<file path="src/rtl/csc_pkg.sv">
package csc_pkg;

  localparam int unsigned CSC_SEL_W = 2;

  typedef enum logic [1:0] {
    FM_SLEEP   = 2'b00,
    FM_STANDBY = 2'b01,
    FM_ACTIVE  = 2'b11
  } flash_mode_e;

  function automatic logic is_sleep(input logic [1:0] field);
    return field == FM_SLEEP;
  endfunction

endpackage

</file>
<file path="src/rtl/csc_sync.sv">
module csc_sync #(
  parameter int unsigned W = 1
) (
  input  logic         clk,
  input  logic         rst_n,
  input  logic [W-1:0] d_async,
  output logic [W-1:0] q_sync
);
  logic [W-1:0] meta_q;
  logic [W-1:0] sync_q;

  always_ff @(posedge clk or negedge rst_n) begin
    if (!rst_n) begin
      meta_q <= '0;
      sync_q <= '0;
    end else begin
      meta_q <= d_async;
      sync_q <= meta_q;
    end
  end

  assign q_sync = sync_q;
endmodule

</file>
<file path="src/rtl/csc_domain_gate.sv">
module csc_domain_gate #(
  parameter int unsigned N_MOD  = 8,
  parameter bit          IS_CPU = 1'b0
) (
  input  logic             clk,
  input  logic             rst_n,
  input  logic             off_req,
  input  logic [N_MOD-1:0] grants_s,
  input  logic             idle_s,
  output logic             en
);
  logic en_q;
  logic all_granted;
  logic core_ready;
  logic stop_now;

  assign all_granted = &grants_s;
  assign core_ready  = IS_CPU ? idle_s : 1'b1;
  assign stop_now    = en_q && off_req && all_granted && core_ready;

  always_ff @(posedge clk or negedge rst_n) begin
    if (!rst_n)        en_q <= 1'b1;
    else if (!off_req) en_q <= 1'b1;
    else if (stop_now) en_q <= 1'b0;
  end

  assign en = en_q;
endmodule

</file>
<file path="src/rtl/csc_source_ctrl.sv">
module csc_source_ctrl #(
  parameter int unsigned N_SRC = 4,
  parameter int unsigned N_DOM = 6,
  parameter int unsigned SEL_W = 2
) (
  input  logic                   clk,
  input  logic                   rst_n,
  input  logic [N_DOM-1:0]       dom_en,
  input  logic [N_DOM-1:0]       dom_off_req,
  input  logic [N_DOM*SEL_W-1:0] dom_src_sel,
  input  logic [N_SRC-1:0]       src_off_req,
  output logic [N_SRC-1:0]       src_en
);
  logic [N_SRC-1:0] needed;
  logic [N_SRC-1:0] src_en_q;

  always_comb begin
    needed = '0;
    for (int s = 0; s < N_SRC; s++) begin
      for (int d = 0; d < N_DOM; d++) begin
        if (dom_src_sel[d*SEL_W +: SEL_W] == SEL_W'(s) && (dom_en[d] || !dom_off_req[d]))
          needed[s] = 1'b1;
      end
    end
  end

  genvar gs;
  generate
    for (gs = 0; gs < N_SRC; gs++) begin : g_src
      always_ff @(posedge clk or negedge rst_n) begin
        if (!rst_n) src_en_q[gs] <= 1'b1;
        else        src_en_q[gs] <= needed[gs] || !src_off_req[gs];
      end
    end
  endgenerate

  assign src_en = src_en_q;
endmodule

</file>
<file path="src/rtl/csc_flash_seq.sv">
module csc_flash_seq
  import csc_pkg::*;
#(
  parameter int unsigned N_BANK = 2
) (
  input  logic                clk,
  input  logic                rst_n,
  input  logic [N_BANK*2-1:0] bank_mode,
  input  logic [1:0]          pump_mode,
  output logic [N_BANK-1:0]   bank_sleep,
  output logic                pump_sleep
);
  logic [N_BANK-1:0] bank_d;
  logic [N_BANK-1:0] bank_q;
  logic              pump_q;

  genvar gb;
  generate
    for (gb = 0; gb < N_BANK; gb++) begin : g_bank
      assign bank_d[gb] = is_sleep(bank_mode[gb*2 +: 2]);
    end
  endgenerate

  always_ff @(posedge clk or negedge rst_n) begin
    if (!rst_n) begin
      bank_q <= '0;
      pump_q <= 1'b0;
    end else begin
      bank_q <= bank_d;
      pump_q <= is_sleep(pump_mode) && (&bank_q) && (&bank_d);
    end
  end

  assign bank_sleep = bank_q;
  assign pump_sleep = pump_q;
endmodule

</file>
<file path="src/rtl/clk_shutdown_ctrl.sv">
module clk_shutdown_ctrl
  import csc_pkg::*;
#(
  parameter int unsigned N_SRC  = 4,
  parameter int unsigned N_DOM  = 6,
  parameter int unsigned N_MOD  = 8,
  parameter int unsigned N_BANK = 2
) (
  input  logic                       clk,
  input  logic                       rst_n,
  input  logic [N_DOM-1:0]           dom_off_req,
  input  logic [N_SRC-1:0]           src_off_req,
  input  logic [N_DOM*CSC_SEL_W-1:0] dom_src_sel,
  input  logic [N_DOM*N_MOD-1:0]     mod_grant,
  input  logic                       cpu_idle,
  input  logic [N_BANK*2-1:0]        bank_mode,
  input  logic [1:0]                 pump_mode,
  output logic [N_DOM-1:0]           dom_clk_en,
  output logic [N_SRC-1:0]           src_en,
  output logic [N_BANK-1:0]          bank_sleep,
  output logic                       pump_sleep
);
  localparam int unsigned GRANT_W = N_DOM * N_MOD;

  logic [GRANT_W-1:0] grant_s;
  logic               idle_s;
  logic [N_DOM-1:0]   dom_en;

  csc_sync #(.W(GRANT_W)) u_grant_sync (
    .clk(clk), .rst_n(rst_n), .d_async(mod_grant), .q_sync(grant_s)
  );

  csc_sync #(.W(1)) u_idle_sync (
    .clk(clk), .rst_n(rst_n), .d_async(cpu_idle), .q_sync(idle_s)
  );

  genvar gd;
  generate
    for (gd = 0; gd < N_DOM; gd++) begin : g_dom
      csc_domain_gate #(.N_MOD(N_MOD), .IS_CPU(gd == 0)) u_gate (
        .clk      (clk),
        .rst_n    (rst_n),
        .off_req  (dom_off_req[gd]),
        .grants_s (grant_s[gd*N_MOD +: N_MOD]),
        .idle_s   (idle_s),
        .en       (dom_en[gd])
      );
    end
  endgenerate

  csc_source_ctrl #(.N_SRC(N_SRC), .N_DOM(N_DOM), .SEL_W(CSC_SEL_W)) u_src (
    .clk         (clk),
    .rst_n       (rst_n),
    .dom_en      (dom_en),
    .dom_off_req (dom_off_req),
    .dom_src_sel (dom_src_sel),
    .src_off_req (src_off_req),
    .src_en      (src_en)
  );

  csc_flash_seq #(.N_BANK(N_BANK)) u_flash (
    .clk        (clk),
    .rst_n      (rst_n),
    .bank_mode  (bank_mode),
    .pump_mode  (pump_mode),
    .bank_sleep (bank_sleep),
    .pump_sleep (pump_sleep)
  );

  assign dom_clk_en = dom_en;
endmodule

</file>
<file path="config.mk">
export PLATFORM = sky130hd
export DESIGN_NAME = clk_shutdown_ctrl
export DESIGN_NICKNAME = d
export VERILOG_FILES = /design/src/rtl/csc_pkg.sv /design/src/rtl/csc_sync.sv /design/src/rtl/csc_domain_gate.sv /design/src/rtl/csc_source_ctrl.sv /design/src/rtl/csc_flash_seq.sv /design/src/rtl/clk_shutdown_ctrl.sv
export SDC_FILE = /design/constraint.sdc
export NUM_CORES = 1
export LEC_CHECK = 0
export BUFFER_PORTS_ARGS = -buffer_cell sky130_fd_sc_hd__buf_4
export CAP_MARGIN = 40
export CORE_MARGIN = 2
export CORE_UTILIZATION = 45
export DETAILED_ROUTE_END_ITERATION = 12
export PLACE_DENSITY = 0.7
export SLEW_MARGIN = 10
export SYNTH_ARGS = -nofsm -noshare
export SYNTH_HDL_FRONTEND = slang
export SYNTH_SLANG_ARGS = --single-unit
</file>
<file path="constraint.sdc">
create_clock -name clk -period 1.1 [get_ports clk]
set_input_delay 0.055 -clock clk [delete_from_list [all_inputs] [get_ports clk]]
set_output_delay 0.055 -clock clk [all_outputs]
set_load 0.03 [all_outputs]
</file>
### Word level (Yosys, flattened, before mapping)

Index checks and enable logic that the tools add are counted.

* input port bits: 79
* logic and storage cells: 152
* output and inout bits: 13
* bits in registers: 111

* equal/unequal tests: 24
* mux-type cells: 36
* reduce and logical (&&, ||, !) cells: 76

Operator list (number)
* 8-bit AND reduction: 6
* 1-bit logical AND: 39
* 1-bit two-way mux: 36
* 2-bit == test (second input constant): 12
* 2-bit zero test: 9
* 2-bit by 1-bit == test with 1-bit output (second input constant): 6
* 2-bit by 1-bit inequality test with 1-bit output (second input constant): 6
* 1-bit zero test: 10
* 1-bit logical OR: 10
* 2-bit AND reduction: 2

### Logic depth before layout (Yosys ltp)

Gate-level depths: netlist of run 1.

* depth after elaboration: 10
* gate-level depth with buffers: 4
* depth with buffers taken out: 4

### Modules after synthesis

Synthesis of run 1 repeated with hierarchy kept, for this count alone.

* cells, all modules: 186
* area total of the unflattened synthesis: 3256.9 um2

By module, submodules not included
* csc_sync (u_grant_sync): area an instance 2402.3 um2, cells each 96, times used 1, sequential area each 2402.3 um2
* csc_source_ctrl: area an instance 411.6 um2, cells each 50, times used 1, sequential area each 105.1 um2
* csc_domain_gate (g_dom[1].u_gate ...): area an instance 47.5 um2, cells each 5, times used 5, sequential area each 26.3 um2
* csc_flash_seq: area an instance 98.8 um2, cells each 7, times used 1, sequential area each 75.1 um2
* csc_domain_gate (g_dom[0].u_gate): area an instance 56.3 um2, cells each 6, times used 1, sequential area each 26.3 um2
* csc_sync (u_idle_sync): area an instance 50.0 um2, cells each 2, times used 1, sequential area each 50.0 um2

### Least setup slack after synthesis of run 1

No wires, ideal clock.

* path type: reg-to-reg
* start point: register g_dom[1].u_gate.en_q
* end point: register u_src.src_en_q[0], in the netlist u_src.src_en[0]
* cell stages (with the launch flop): 5
* data required time: 1.040 ns
* data arrival time: 1.027 ns
* setup time: 0.060 ns
* path buffers: 0
* setup slack: 0.012 ns
* clock period less this slack: 1.088 ns
* cell sequence: dfstp_2 and2b_1 o31ai_1 nor3_1 nand2_1

* cells in the longest elaborated chain, start to end: 8

Ends and longest elaborated chain
* start: declaration: RTL line csc_domain_gate.sv:12 `logic en_q;`
* start signal: assignment: RTL line csc_domain_gate.sv:22 `if (!rst_n) en_q <= 1'b1;`
* start signal: assignment: RTL line csc_domain_gate.sv:23 `else if (!off_req) en_q <= 1'b1;`
* start signal: assignment: RTL line csc_domain_gate.sv:24 `else if (stop_now) en_q <= 1'b0;`
* 1-bit logical OR: RTL line csc_source_ctrl.sv:21 `if (dom_src_sel[d*SEL_W +: SEL_W] == SEL_W'(s) && (dom_en[d] || !dom_off_req[d]))`
* 1-bit logical AND: RTL line csc_source_ctrl.sv:21
* 1-bit two-way mux (5 in a row): RTL line csc_source_ctrl.sv:21
* 1-bit logical OR: RTL line csc_source_ctrl.sv:32 `else src_en_q[gs] <= needed[gs] || !src_off_req[gs];`
* end signal: indexed assignment: RTL line csc_source_ctrl.sv:32
* end: declaration: RTL line csc_source_ctrl.sv:15 `logic [N_SRC-1:0] src_en_q;`

Every way passes these cells.
A chain may end at the register's enable or synchronous reset.

### Final worst setup path of run 1

Ends and elaborated chain as after synthesis.

==> metrics.md, run 1 <==
| Metric | Value |
|---|---|
| Status | `finished with violations` |
| Failing checks | `negative setup slack` |
| Setup-failing EPs final | `8` |
| Commonest cells after routing, fill and taps aside | `101 x dfrtp_1, 82 x buf_4, 73 x dlygate4sd3_1, 15 x nand2_1, 13 x nand4_1` |
| Adder-Cell Fraction of Synth Area | `0%` |
| Fmax | `851 MHz` |
| Fin cells | `about 470` |
| Port Buffers | `slightly above 90` |
| CTS Root Cell | `clkbuf_8` |
| Die height | `89.3 µm` |
| Die area | `approximately 8000 µm²` |
| GRT overflow | `0` |
| DPL Wire Length | `approximately 3700 µm` |
| DRT iter0 DRCs | `62` |
| Worst-path maximum fanout | `4` |
| DIE WIDTH | `between 80 and 90 µm` |
| Synth unique cells | `25` |
| Leakage power | `about 2.3 nW` |
| Worst-path clk slew | `about 0.090 ns` |
| DRT Pass-1 Iters | `4` |
| Final hold slack | `roughly 0.034 ns` |
| Hold Path Origin | `src_off_req[2]` |
| Final period util | `107%` |
| DRC violations left | `0` |
| Critical Path RT | `1.40 ns` |
| Tightest Hold Check Type | `input pin to flip-flop` |
| Tot GR Track Use | `17.2%` |
| CP Data Arrival Time | `1.47 ns` |
| First-pass GRT wire length | `approximately 9800 µm` |
| Mux cell area share after synthesis | `0%` |
| Place WS | `-0.0362 ns` |
| Setup WS post-layout | `-0.0748 ns` |
| H-tree depth | `3` |
| Syn nets | `274` |
| Layout cell share with drive strength beyond 1 | `between 30 and 40%` |
| RSZ-0062 raised after global routing | `yes` |
| Vias in the first global route | `~2200` |
| Synth warn | `0` |
| Routed len/inst | `about 13 µm` |
| Cell Area, Synth | `around 3300 µm²` |
| Antenna violations before repair | `0` |
| Max Slew Vio Count | `0` |
| Syn Inst Count | `a little under 200` |
| Routed Antenna Nets | `0` |
| Commonest non-fill, non-tap cell in the layout | `dfrtp_1` |
| Post-Synth Simple-Gate Area | `10.4%` |
| Post-layout nets | `around 450` |
| Crit path kind | `flip-flop to flip-flop` |
| Clk sink count | `111` |
| Seq/Total Area, Yosys | `between 80% and 90%` |
| Core area | `about 7000 µm²` |
| Yosys reg bits | `approximately 110` |
| Reg2reg path depth | `4` |
| Pin count of the biggest net entering global routing | `between 40 and 50` |
| XOR/XNOR Fraction of Synth Area | `0%` |
| Peak VDD IR | `between 0.9 and 1 mV` |
| Post-Syn Area per Cell | `~17 µm²` |
| TritonCTS clock tree | `yes` |
| Worst-Skew Late Latency | `approximately 0.35 ns` |
| Tot Pwr | `slightly above 7 mW` |
| Crit Reg-Reg Startpoint | `g_dom[1].u_gate.en` |
| Slew HR | `roughly 80%` |
| Dpl cells | `roughly 380` |
| Crit path from | `g_dom[1].u_gate.en` |
| Longest Clk Path Bufs | `2` |
| Complex-gate fraction of the synthesized area | `2.95%` |
| Number of cell rows | `31` |
| Largest family of logic cells by synthesized area | `simple AND/OR/NAND/NOR gates` |
| Layout area overhead | `54.4%` |
| DR vias | `around 2100` |
| PD cells | `1420 nW/µm²` |
| Setup Skew | `a little under 0.008 ns` |
| GPL Wtd Cong | `slightly below 0.8` |
| Max-capacitance violation count | `0` |
| Kind of start point of the critical path | `flip-flop` |
| Minimum clock period | `between 1 and 1.5 ns` |
| # IOs | `92` |
| Vias/cell | `roughly 4.4` |
| Post-CTS Repair Setup Buffers | `0` |
| Post-Route WL | `about 6300 µm` |
| Cells on Worst Hold Path | `4` |
| Least-Margin Pin Slew | `around 0.27 ns` |
| Setup crit end kind | `flip-flop` |
| Inserted Clock Buffers | `9` |
| Initial Util | `approximately 46%` |
| Antenna diode count | `0` |
| Final hold vios | `0` |
## what timing repair did
action,4_1_cts,5_1_grt
endpoints found under the hold margin,165,0
setup endpoints to repair,11,14
gates cloned,0,0
resized for setup,10,4
hold buffers,73,0
## sequential cells by signal, summed over array words and instances (netlist names)
register / cells
g_dom.u_gate.en: 6
u_flash.bank_sleep: 2
u_flash.pump_sleep: 1
u_grant_sync.meta_q: 48
u_grant_sync.q_sync: 48
u_idle_sync.meta_q: 1
u_idle_sync.q_sync: 1
u_src.src_en: 4
## cell families after synthesis
| group | count (synthesis) |
|---|---|
| and+or+nand+nor | 64 |
| AOI/OAI and AO/OA | 14 |
| buffers and inverters | 6 |
| DFF | 111 |
## power by group
part	switching (mW)	total, mW	internal [mW]
Clock	1.25	2.20	0.953
Combinational	0.247	0.667	0.420
Sequential	0.0511	4.33	4.28
## critical path, stage by stage (launching register included)
cell and delay [ns]:
dfstp_2 0.55, and2b_1 0.22, o31ai_1 0.20, nor3_1 0.09, nand2_1 0.07
## routing by layer
layer | part of all wire [%] | vias to the layer above | GRT usage (%)
met5 | 0 | - | 0
met4 | 1.3 | 0 | 6.11
met3 | 5.8 | 7 | 5.54
met2 | 54 | 64 | 30.6
met1 | 39 | 1014 | 19.5
li1 | - | 996 | -
## final timing paths
kind / slack, ns / to
min reg2reg: 0.35 / u_grant_sync.q_sync[34]
min in group asynchronous: 0.11 / u_grant_sync.q_sync[35]
min: 0.03 / u_src.src_en[2]
max: -0.07 / u_src.src_en[0]
max in group asynchronous: 0.43 / g_dom[3].u_gate.en
max reg2reg: -0.07 / u_src.src_en[0]
## stage by stage
stage                     util, %  TNS [ns]  instance area [µm²]
after floorplan                 -         0                 3270
after global placement       57.3   -0.0177                 4090
after detailed placement     57.3   -0.0362                 4090
after CTS                    70.6    -0.330                 5040
after global routing         70.7    -0.757                 5050
final                        70.7    -0.245                 5050
## final cells by class
cell class | instances | area [µm²]
multi-input cells | 78 | 440
clock inverters | 4 | 28.8
fillers | 494 | 2090
well taps | 99 | 124
repair buffers | 168 | 1510
clock buffers | 12 | 155
flip-flops and latches | 111 | 2790
## cells in the mapped netlist
cell type,instances,share of area (%)
o22a_1,1,0.27
a31oi_1,1,0.19
nand2b_1,4,0.76
dfstp_2,10,8.0
buf_4,6,1.4
nand3_1,3,0.46
nor3b_1,2,0.46
a211oi_1,1,0.23
a221oi_2,1,0.46
dfrtp_1,101,77
a311oi_1,1,0.27
o31ai_1,1,0.23
nor2b_1,3,0.57
nand3b_1,1,0.23
nor3_1,8,1.2
nor2_2,1,0.19
nand2_1,15,1.7
nor2_1,10,1.1
nand4_1,13,2.5
o21ai_0,7,1.1
and2b_1,1,0.23
a22oi_1,1,0.23
nor4_1,1,0.19
nor2b_2,1,0.27
nor2b_4,1,0.42
(Power assumes the default switching activity.)
==> inputs of run 2 (changes only) <==
- ABC_AREA: unset -> 1
- CORE_UTILIZATION: 45 -> 46
- PLACE_DENSITY: 0.7 -> 0.71
==> run 2 against run 1 <==
Compared with the run above:
- the run ends with negative hold slack left
- routed wire length grew 1.6%
- sequential power is essentially flat
- non-clock buffer count decreased by 10
- sequential share of layout area decreased by 1.1 points
- via count up 10%
- combinational power rose by 2%
- core utilization down 0.064 points
- clock-buffer cell count shrank 1
- sequential cell count did not move
- final cell count is 16% higher
- critical path type is now flip-flop to output port
==> metrics.md, run 2 <==
| Metric | Value |
|---|---|
| Hold Path Origin | `dom_off_req[3] (was src_off_req[2])` |
| Slowest cell on crit path | `dfstp_2 (unchanged)` |
| Setup crit end kind | `output port (was flip-flop)` |
| H-tree depth | `3 (unchanged)` |
| Tot GR Track Use | `16.5% (was 17.2%)` |
| Peak VDD IR | `0.867 mV (was 0.903 mV)` |
| Post-synth top area share | `72.4% (was 77.3%)` |
| TritonCTS clock tree | `yes (unchanged)` |
| Commonest non-fill, non-tap cell in the layout | `dfrtp_1 (unchanged)` |
| Synth warn | `0 (unchanged)` |
| Place WS | `0.121 ns (was -0.0362 ns)` |
| DPL Wire Length | `4270 µm (was 3660 µm)` |
| PD cells | `1380 nW/µm² (was 1420 nW/µm²)` |
| Post-Route WL | `6350 µm (was 6260 µm)` |
| Cell Area, Synth | `3490 µm² (was 3270 µm²)` |
| Post-layout nets | `523 (was 447)` |
| Post-Syn Area per Cell | `12.4 µm² (was 16.8 µm²)` |
| Crit-path leading delay family | `flip-flops (unchanged)` |
| Least-Margin Pin Slew | `0.339 ns (was 0.268 ns)` |
| Tightest Hold Check Type | `input pin to flip-flop (unchanged)` |
| Die area | `8300 µm² (was 7970 µm²)` |
| Largest cells by area after synthesis | `dfrtp_1 72%, nand2_1 8.4%, dfstp_2 7.5% (was dfrtp_1 77%, dfstp_2 8.0%, nand4_1 2.5%)` |
| Routed Antenna Nets | `0 (unchanged)` |
| Worst-path maximum fanout | `2 (was 4)` |
| Synth area leader | `dfrtp_1 (unchanged)` |
| Antenna violations before repair | `0 (unchanged)` |
| GRT overflow | `0 (unchanged)` |
| Top FF cell, synth | `dfrtp_1 (unchanged)` |
| RSZ-0062 raised after global routing | `yes (unchanged)` |
| Antenna diode count | `0 (unchanged)` |
| Worst-path clk slew | `0.10 ns (was 0.09 ns)` |
| Tot Pwr | `7.12 mW (was 7.19 mW)` |
| Longest Clk Path Bufs | `2 (unchanged)` |
| Port Buffers | `91 (unchanged)` |
| Setup-failing EPs final | `0 (was 8)` |
| Fmax | `915 MHz (was 851 MHz)` |
| Number of cell rows | `31 (unchanged)` |
| Clk pwr share | `29.7% (was 30.6%)` |
| CP peak stage delay | `0.55 ns (about the same)` |
| Worst-Skew Late Latency | `0.35 ns (about the same)` |
| Max-capacitance violation count | `0 (unchanged)` |
| Critical Path RT | `1.04 ns (was 1.40 ns)` |
| Die height | `91.1 µm (was 89.3 µm)` |
| Layout cell share with drive strength beyond 1 | `27.6% (was 33.2%)` |
| Status | `finished with violations (unchanged)` |
| DRT iter0 DRCs | `32 (was 62)` |
| Setup Skew | `0.00965 ns (was 0.00779 ns)` |
| Number of flops mapped to enable cells by yosys | `0 (unchanged)` |
| Asr flop ratio synth | `100% (unchanged)` |
| Vias in the first global route | `2415 (was 2217)` |
| Kind of start point of the critical path | `flip-flop (unchanged)` |
| Routed len/inst | `11.6 µm (was 13.3 µm)` |
| Clk sink count | `111 (unchanged)` |
| Failing checks | `negative hold slack (was negative setup slack)` |
| Vias/cell | `4.18 (was 4.41)` |
| First-pass GRT wire length | `10300 µm (was 9850 µm)` |
| DR vias | `2292 (was 2081)` |
| # IOs | `92 (unchanged)` |
| Crit Reg-Reg Startpoint | `g_dom[4].u_gate.en (was g_dom[1].u_gate.en)` |
| DRC violations left | `0 (unchanged)` |
| Combinational share of power | `9.5% (was 9.3%)` |
| Leakage power | `2.61 nW (was 2.28 nW)` |
| Synth unique cells | `11 (was 25)` |
| Final hold vios | `1 (was 0)` |
| Setup WS post-layout | `0.00712 ns (was -0.0748 ns)` |
| Synth cell count leaders | `101 x dfrtp_1, 78 x nand2_1, 37 x nor2_1 (was 101 x dfrtp_1, 15 x nand2_1, 13 x nand4_1)` |
| Crit path cell chain | `buf_6 (was and2b_1 > o31ai_1 > nor3_1 > nand2_1)` |
| CP Data Arrival Time | `1.04 ns (was 1.47 ns)` |
| Fin Setup TNS | `0 ns (was -0.245 ns)` |
| Core area | `7290 µm² (was 7140 µm²)` |
| Max Slew Vio Count | `0 (unchanged)` |
| Inserted Clock Buffers | `9 (unchanged)` |
| Most numerous cell in the Yosys netlist | `dfrtp_1 (unchanged)` |
| Slew HR | `77.4% (was 82.1%)` |
| Flop pwr share | `60.8% (was 60.1%)` |
| Syn Inst Count | `281 (was 195)` |
| CTS Root Cell | `clkbuf_8 (unchanged)` |
| Layout area overhead | `47.6% (was 54.4%)` |
| Minimum clock period | `1.09 ns (was 1.17 ns)` |
| Crit path from | `g_dom[4].u_gate.en (was g_dom[1].u_gate.en)` |
| Yosys reg bits | `111 (unchanged)` |
| Internal power | `5.53 mW (was 5.65 mW)` |
| Final hold slack | `-0.0261 ns (was 0.0341 ns)` |
| Commonest cells after routing, fill and taps aside | `101 x dfrtp_1, 84 x buf_4, 76 x nand2_1, 62 x dlygate4sd3_1, 37 x nor2_1 (was 101 x dfrtp_1, 82 x buf_4, 73 x dlygate4sd3_1, 15 x nand2_1, 13 x nand4_1)` |
| Switching share of power | `22.4% (was 21.5%)` |
| Syn nets | `360 (was 274)` |
| DIE WIDTH | `91.1 µm (was 89.3 µm)` |
| Pin count of the biggest net entering global routing | `36 (was 43)` |
| Initial Util | `47.9% (was 45.8%)` |
| Final period util | `99.4% (was 107%)` |
| GPL Wtd Cong | `0.797 (was 0.779)` |
| Seq/Total Area, Yosys | `79.9% (was 85.3%)` |
| WP buf/inv | `1 (was 0)` |
| Crit path kind | `flip-flop to output port (was flip-flop to flip-flop)` |
| DRT Pass-1 Iters | `4 (unchanged)` |
| Sw power | `1.59 mW (was 1.54 mW)` |
| Fin util | `70.7% (about the same)` |
-- run 2: path summary, 6_finish.rpt --
kind                                           end  cells past startpoint  slack [ns]
min                             g_dom[3].u_gate.en                      4       -0.03
max                                  dom_clk_en[4]                      1       0.007
min reg2reg                u_grant_sync.q_sync[44]                      0        0.35
min in group asynchronous  u_grant_sync.meta_q[12]                      2        0.12
max in group asynchronous          u_src.src_en[0]                      3        0.40
max reg2reg                        u_src.src_en[1]                      6        0.08
-- run 2: power groups by stage --
stage               Sequential (mW)  Clock, mW  Combinational (mW)
floorplan                      4.42          0               0.110
global placement               4.40          0               0.490
detailed placement             4.41          0               0.502
CTS                            4.33       2.21               0.681
global route                   4.35       2.38               0.751
finish                         4.33       2.11               0.678
-- run 2: logic make-up (layout without fill, tap and decap cells) --
| kind of cell | count (synthesis) | count (layout) | share of synthesized area, % |
|---|---|---|---|
| buffers and inverters | 41 | 209 | 5.05 |
| flip-flops | 111 | 111 | 79.9 |
| AND/OR/NAND/NOR | 129 | 129 | 15.0 |
-- run 2: final cells by class --
type                       count  area [µm²]
tap                           99         124
fill                         530        2140
inverter                      35         131
multi-input combinational    129         531
clock buffer                  11         131
clock inverter                 5        42.5
timing repair buffer         158        1400
sequential                   111        2790
-- run 2: repair_timing --
item	CTS	global route
cloned	0	0
endpoints found under the setup margin	8	12
resized for setup	8	4
setup buffers	1	0
pin swaps	0	0
hold buffers	62	0
hold endpoints to repair	163	0
-- run 2: through the flow --
| step | instance area (µm²) | hold slack [ns] | instances |
|---|---|---|---|
| 4_1_cts | 5140 | 0.0117 | 548 |
| 5_1_grt | 5150 | 0.00340 | 548 |
| 3_3_place_gp | 4310 | -0.0219 | 469 |
| 2_1_floorplan | 3490 | -0.241 | 281 |
| 3_5_place_dp | 4310 | -0.0178 | 469 |
| 6_report | 5150 | -0.0261 | 548 |
-- run 2: layer usage --
metal / wire [µm] / share of wire (%) / GRT usage (%) / up-vias
li1: - / - / - / 1147
met1: 2360 / 37 / 17.6 / 1072
met2: 3490 / 55 / 29.8 / 58
met3: 327 / 5.1 / 4.56 / 15
met4: 178 / 2.8 / 8.08 / 0
met5: 0 / 0 / 0 / -
==> inputs of run 3 (changes only) <==
- CORE_UTILIZATION: 46 -> 29
- PLACE_DENSITY: 0.71 -> unset
- SLEW_MARGIN: 10 -> unset
==> run 3 against run 2 <==
Compared with the run above:
- the run still ends with negative hold slack left
- combinational power increased by 0.6%
- critical path depth stayed put
- global-route usage shrank 5.4 points
- maximum frequency up 0.85%
- critical path type unchanged
- largest power group unchanged
==> metrics.md, run 3 (same netlist as run 2, synthesis figures left out) <==
| Metric | Value |
|---|---|
| Status | `finished with violations (unchanged)` |
| Failing checks | `negative hold slack (unchanged)` |
| TritonCTS clock tree | `yes (unchanged)` |
| Minimum clock period | `1.08 ns (was 1.09 ns)` |
| Least-Margin Pin Slew | `0.353 ns (was 0.339 ns)` |
| Crit path kind | `flip-flop to output port (unchanged)` |
| Post-layout nets | `522 (was 523)` |
| CP Data Arrival Time | `1.03 ns (was 1.04 ns)` |
| CTS Root Cell | `clkbuf_16 (was clkbuf_8)` |
| Routed Antenna Nets | `0 (unchanged)` |
| Critical Path RT | `1.04 ns (about the same)` |
| DRT Pass-1 Iters | `5 (was 4)` |
| Design area | `5350 µm² (was 5150 µm²)` |
| Die height | `114 µm (was 91.1 µm)` |
| PD cells | `1550 nW/µm² (was 1380 nW/µm²)` |
| DR vias | `2276 (was 2292)` |
| Final period util | `98.5% (was 99.4%)` |
| Routed len/inst | `11.1 µm (was 11.6 µm)` |
| Vias/cell | `3.83 (was 4.18)` |
| Crit-path leading delay family | `flip-flops (unchanged)` |
| Tot GR Track Use | `11.1% (was 16.5%)` |
| Fin Setup TNS | `0 ns (unchanged)` |
| DPL Wire Length | `4670 µm (was 4270 µm)` |
| Final hold vios | `1 (unchanged)` |
| Inserted Clock Buffers | `9 (unchanged)` |
| Port Buffers | `91 (unchanged)` |
| WP buf/inv | `1 (unchanged)` |
| Crit path cell chain | `buf_6 (unchanged)` |
| Pin count of the biggest net entering global routing | `39 (was 36)` |
| Longest Clk Path Bufs | `2 (unchanged)` |
| DRC violations left | `0 (unchanged)` |
| Tightest Hold Check Type | `input pin to flip-flop (unchanged)` |
| Setup-failing EPs final | `0 (unchanged)` |
| Kind of start point of the critical path | `flip-flop (unchanged)` |
| Fmax | `923 MHz (was 915 MHz)` |
| Worst-path maximum fanout | `2 (unchanged)` |
| Worst-Skew Late Latency | `0.35 ns (about the same)` |
| Initial Util | `29.4% (was 47.9%)` |
| Clk sink count | `111 (unchanged)` |
| Die area | `12900 µm² (was 8300 µm²)` |
| Vias in the first global route | `2271 (was 2415)` |
| Final hold slack | `-0.00491 ns (was -0.0261 ns)` |
| Slowest cell on crit path | `dfstp_2 (unchanged)` |
| Slew HR | `76.5% (was 77.4%)` |
| Placed cell area | `4380 µm² (was 4310 µm²)` |
| RSZ-0062 raised after global routing | `yes (unchanged)` |
| Commonest non-fill, non-tap cell in the layout | `dfrtp_1 (unchanged)` |
| Antenna violations before repair | `0 (unchanged)` |
| Commonest cells after routing, fill and taps aside | `101 x dfrtp_1, 83 x buf_4, 76 x nand2_1, 61 x dlygate4sd3_1, 37 x nor2_1 (was 101 x dfrtp_1, 84 x buf_4, 76 x nand2_1, 62 x dlygate4sd3_1, 37 x nor2_1)` |
| Number of cell rows | `40 (was 31)` |
| GRT overflow | `0 (unchanged)` |
| Leakage power | `2.68 nW (was 2.61 nW)` |
| Layout cell share with drive strength beyond 1 | `27.9% (was 27.6%)` |
| DIE WIDTH | `114 µm (was 91.1 µm)` |
| Max Slew Vio Count | `0 (unchanged)` |
| First-pass GRT wire length | `10500 µm (was 10300 µm)` |
| Peak VDD IR | `1.14 mV (was 0.867 mV)` |
| H-tree depth | `3 (unchanged)` |
| Setup Skew | `0.0111 ns (was 0.00965 ns)` |
| Setup crit end kind | `output port (unchanged)` |
| Layout area overhead | `53.3% (was 47.6%)` |
| Core area | `11900 µm² (was 7290 µm²)` |
| Max-capacitance violation count | `0 (unchanged)` |
| DRT iter0 DRCs | `80 (was 32)` |
| Worst-path clk slew | `0.07 ns (was 0.10 ns)` |
| CP peak stage delay | `0.55 ns (about the same)` |
| GPL Wtd Cong | `0.747 (was 0.797)` |
| Post-Route WL | `6630 µm (was 6350 µm)` |
| Antenna diode count | `0 (unchanged)` |
| # IOs | `92 (unchanged)` |
[run 3: cell types whose count changed in the layout (fill, tap and decap cells not counted), sizes merged]
cell         before  now
dlygate4sd3      62   61
bufinv            0    1
clkinvlp          1    0
[run 3: cell type report]
| class | instances | area [µm²] |
|---|---|---|
| clock buffers | 11 | 243 |
| inverters | 35 | 131 |
| multi-input cells | 129 | 531 |
| flip-flops and latches | 111 | 2790 |
| repair buffers | 157 | 1410 |
| clock inverters | 5 | 67.6 |
| well taps | 147 | 184 |
| fillers | 1063 | 6510 |
[run 3: through the flow]
stage / worst slack (ns) / total power, mW / util [%] / std cells
finish: 0.0164 / 8.29 / 45.1 / 595
global route: -0.0110 / 8.66 / 45.1 / 595
CTS: 0.000113 / 8.40 / 44.9 / 595
detailed placement: 0.0751 / 4.92 / 36.9 / 517
global placement: 0.0983 / 4.90 / 36.9 / 517
floorplan: 0.202 / 4.53 / - / 281
[run 3: worst paths after layout]
| path | slack, ns | cells past startpoint | start | endpoint |
|---|---|---|---|---|
| min in group asynchronous | 0.15 | 2 | rst_n | u_grant_sync.meta_q[20] |
| worst min register to register | 0.34 | 0 | u_grant_sync.meta_q[9] | u_grant_sync.q_sync[9] |
| worst max register to register | 0.08 | 6 | g_dom[2].u_gate.en | u_src.src_en[0] |
| max in group asynchronous | 0.44 | 3 | rst_n | u_src.src_en[0] |
| worst max-delay path | 0.02 | 1 | g_dom[3].u_gate.en | dom_clk_en[3] |
| worst min-delay path | -0.005 | 4 | dom_off_req[3] | g_dom[3].u_gate.en |
[run 3: timing repair]
action / 4_1_cts / 5_1_grt
setup endpoints to repair: 5 / 14
gates resized for setup: 5 / 7
setup buffers: 1 / 0
endpoints found under the hold margin: 159 / 0
hold buffers: 61 / 0
[run 3: metal layers]
layer / vias to the layer above / GRT usage (%) / routed length (µm)
li1: 1148 / - / -
met1: 1055 / 12.7 / 2700
met2: 63 / 17.9 / 3340
met3: 10 / 4.36 / 454
met4: 0 / 6.10 / 133
met5: - / 0 / 0
[run 3: report_power, final]
part	internal (mW)	switching, mW	total (mW)
Clock	1.86	1.43	3.28
Sequential	4.28	0.0501	4.33
Combinational	0.410	0.272	0.682
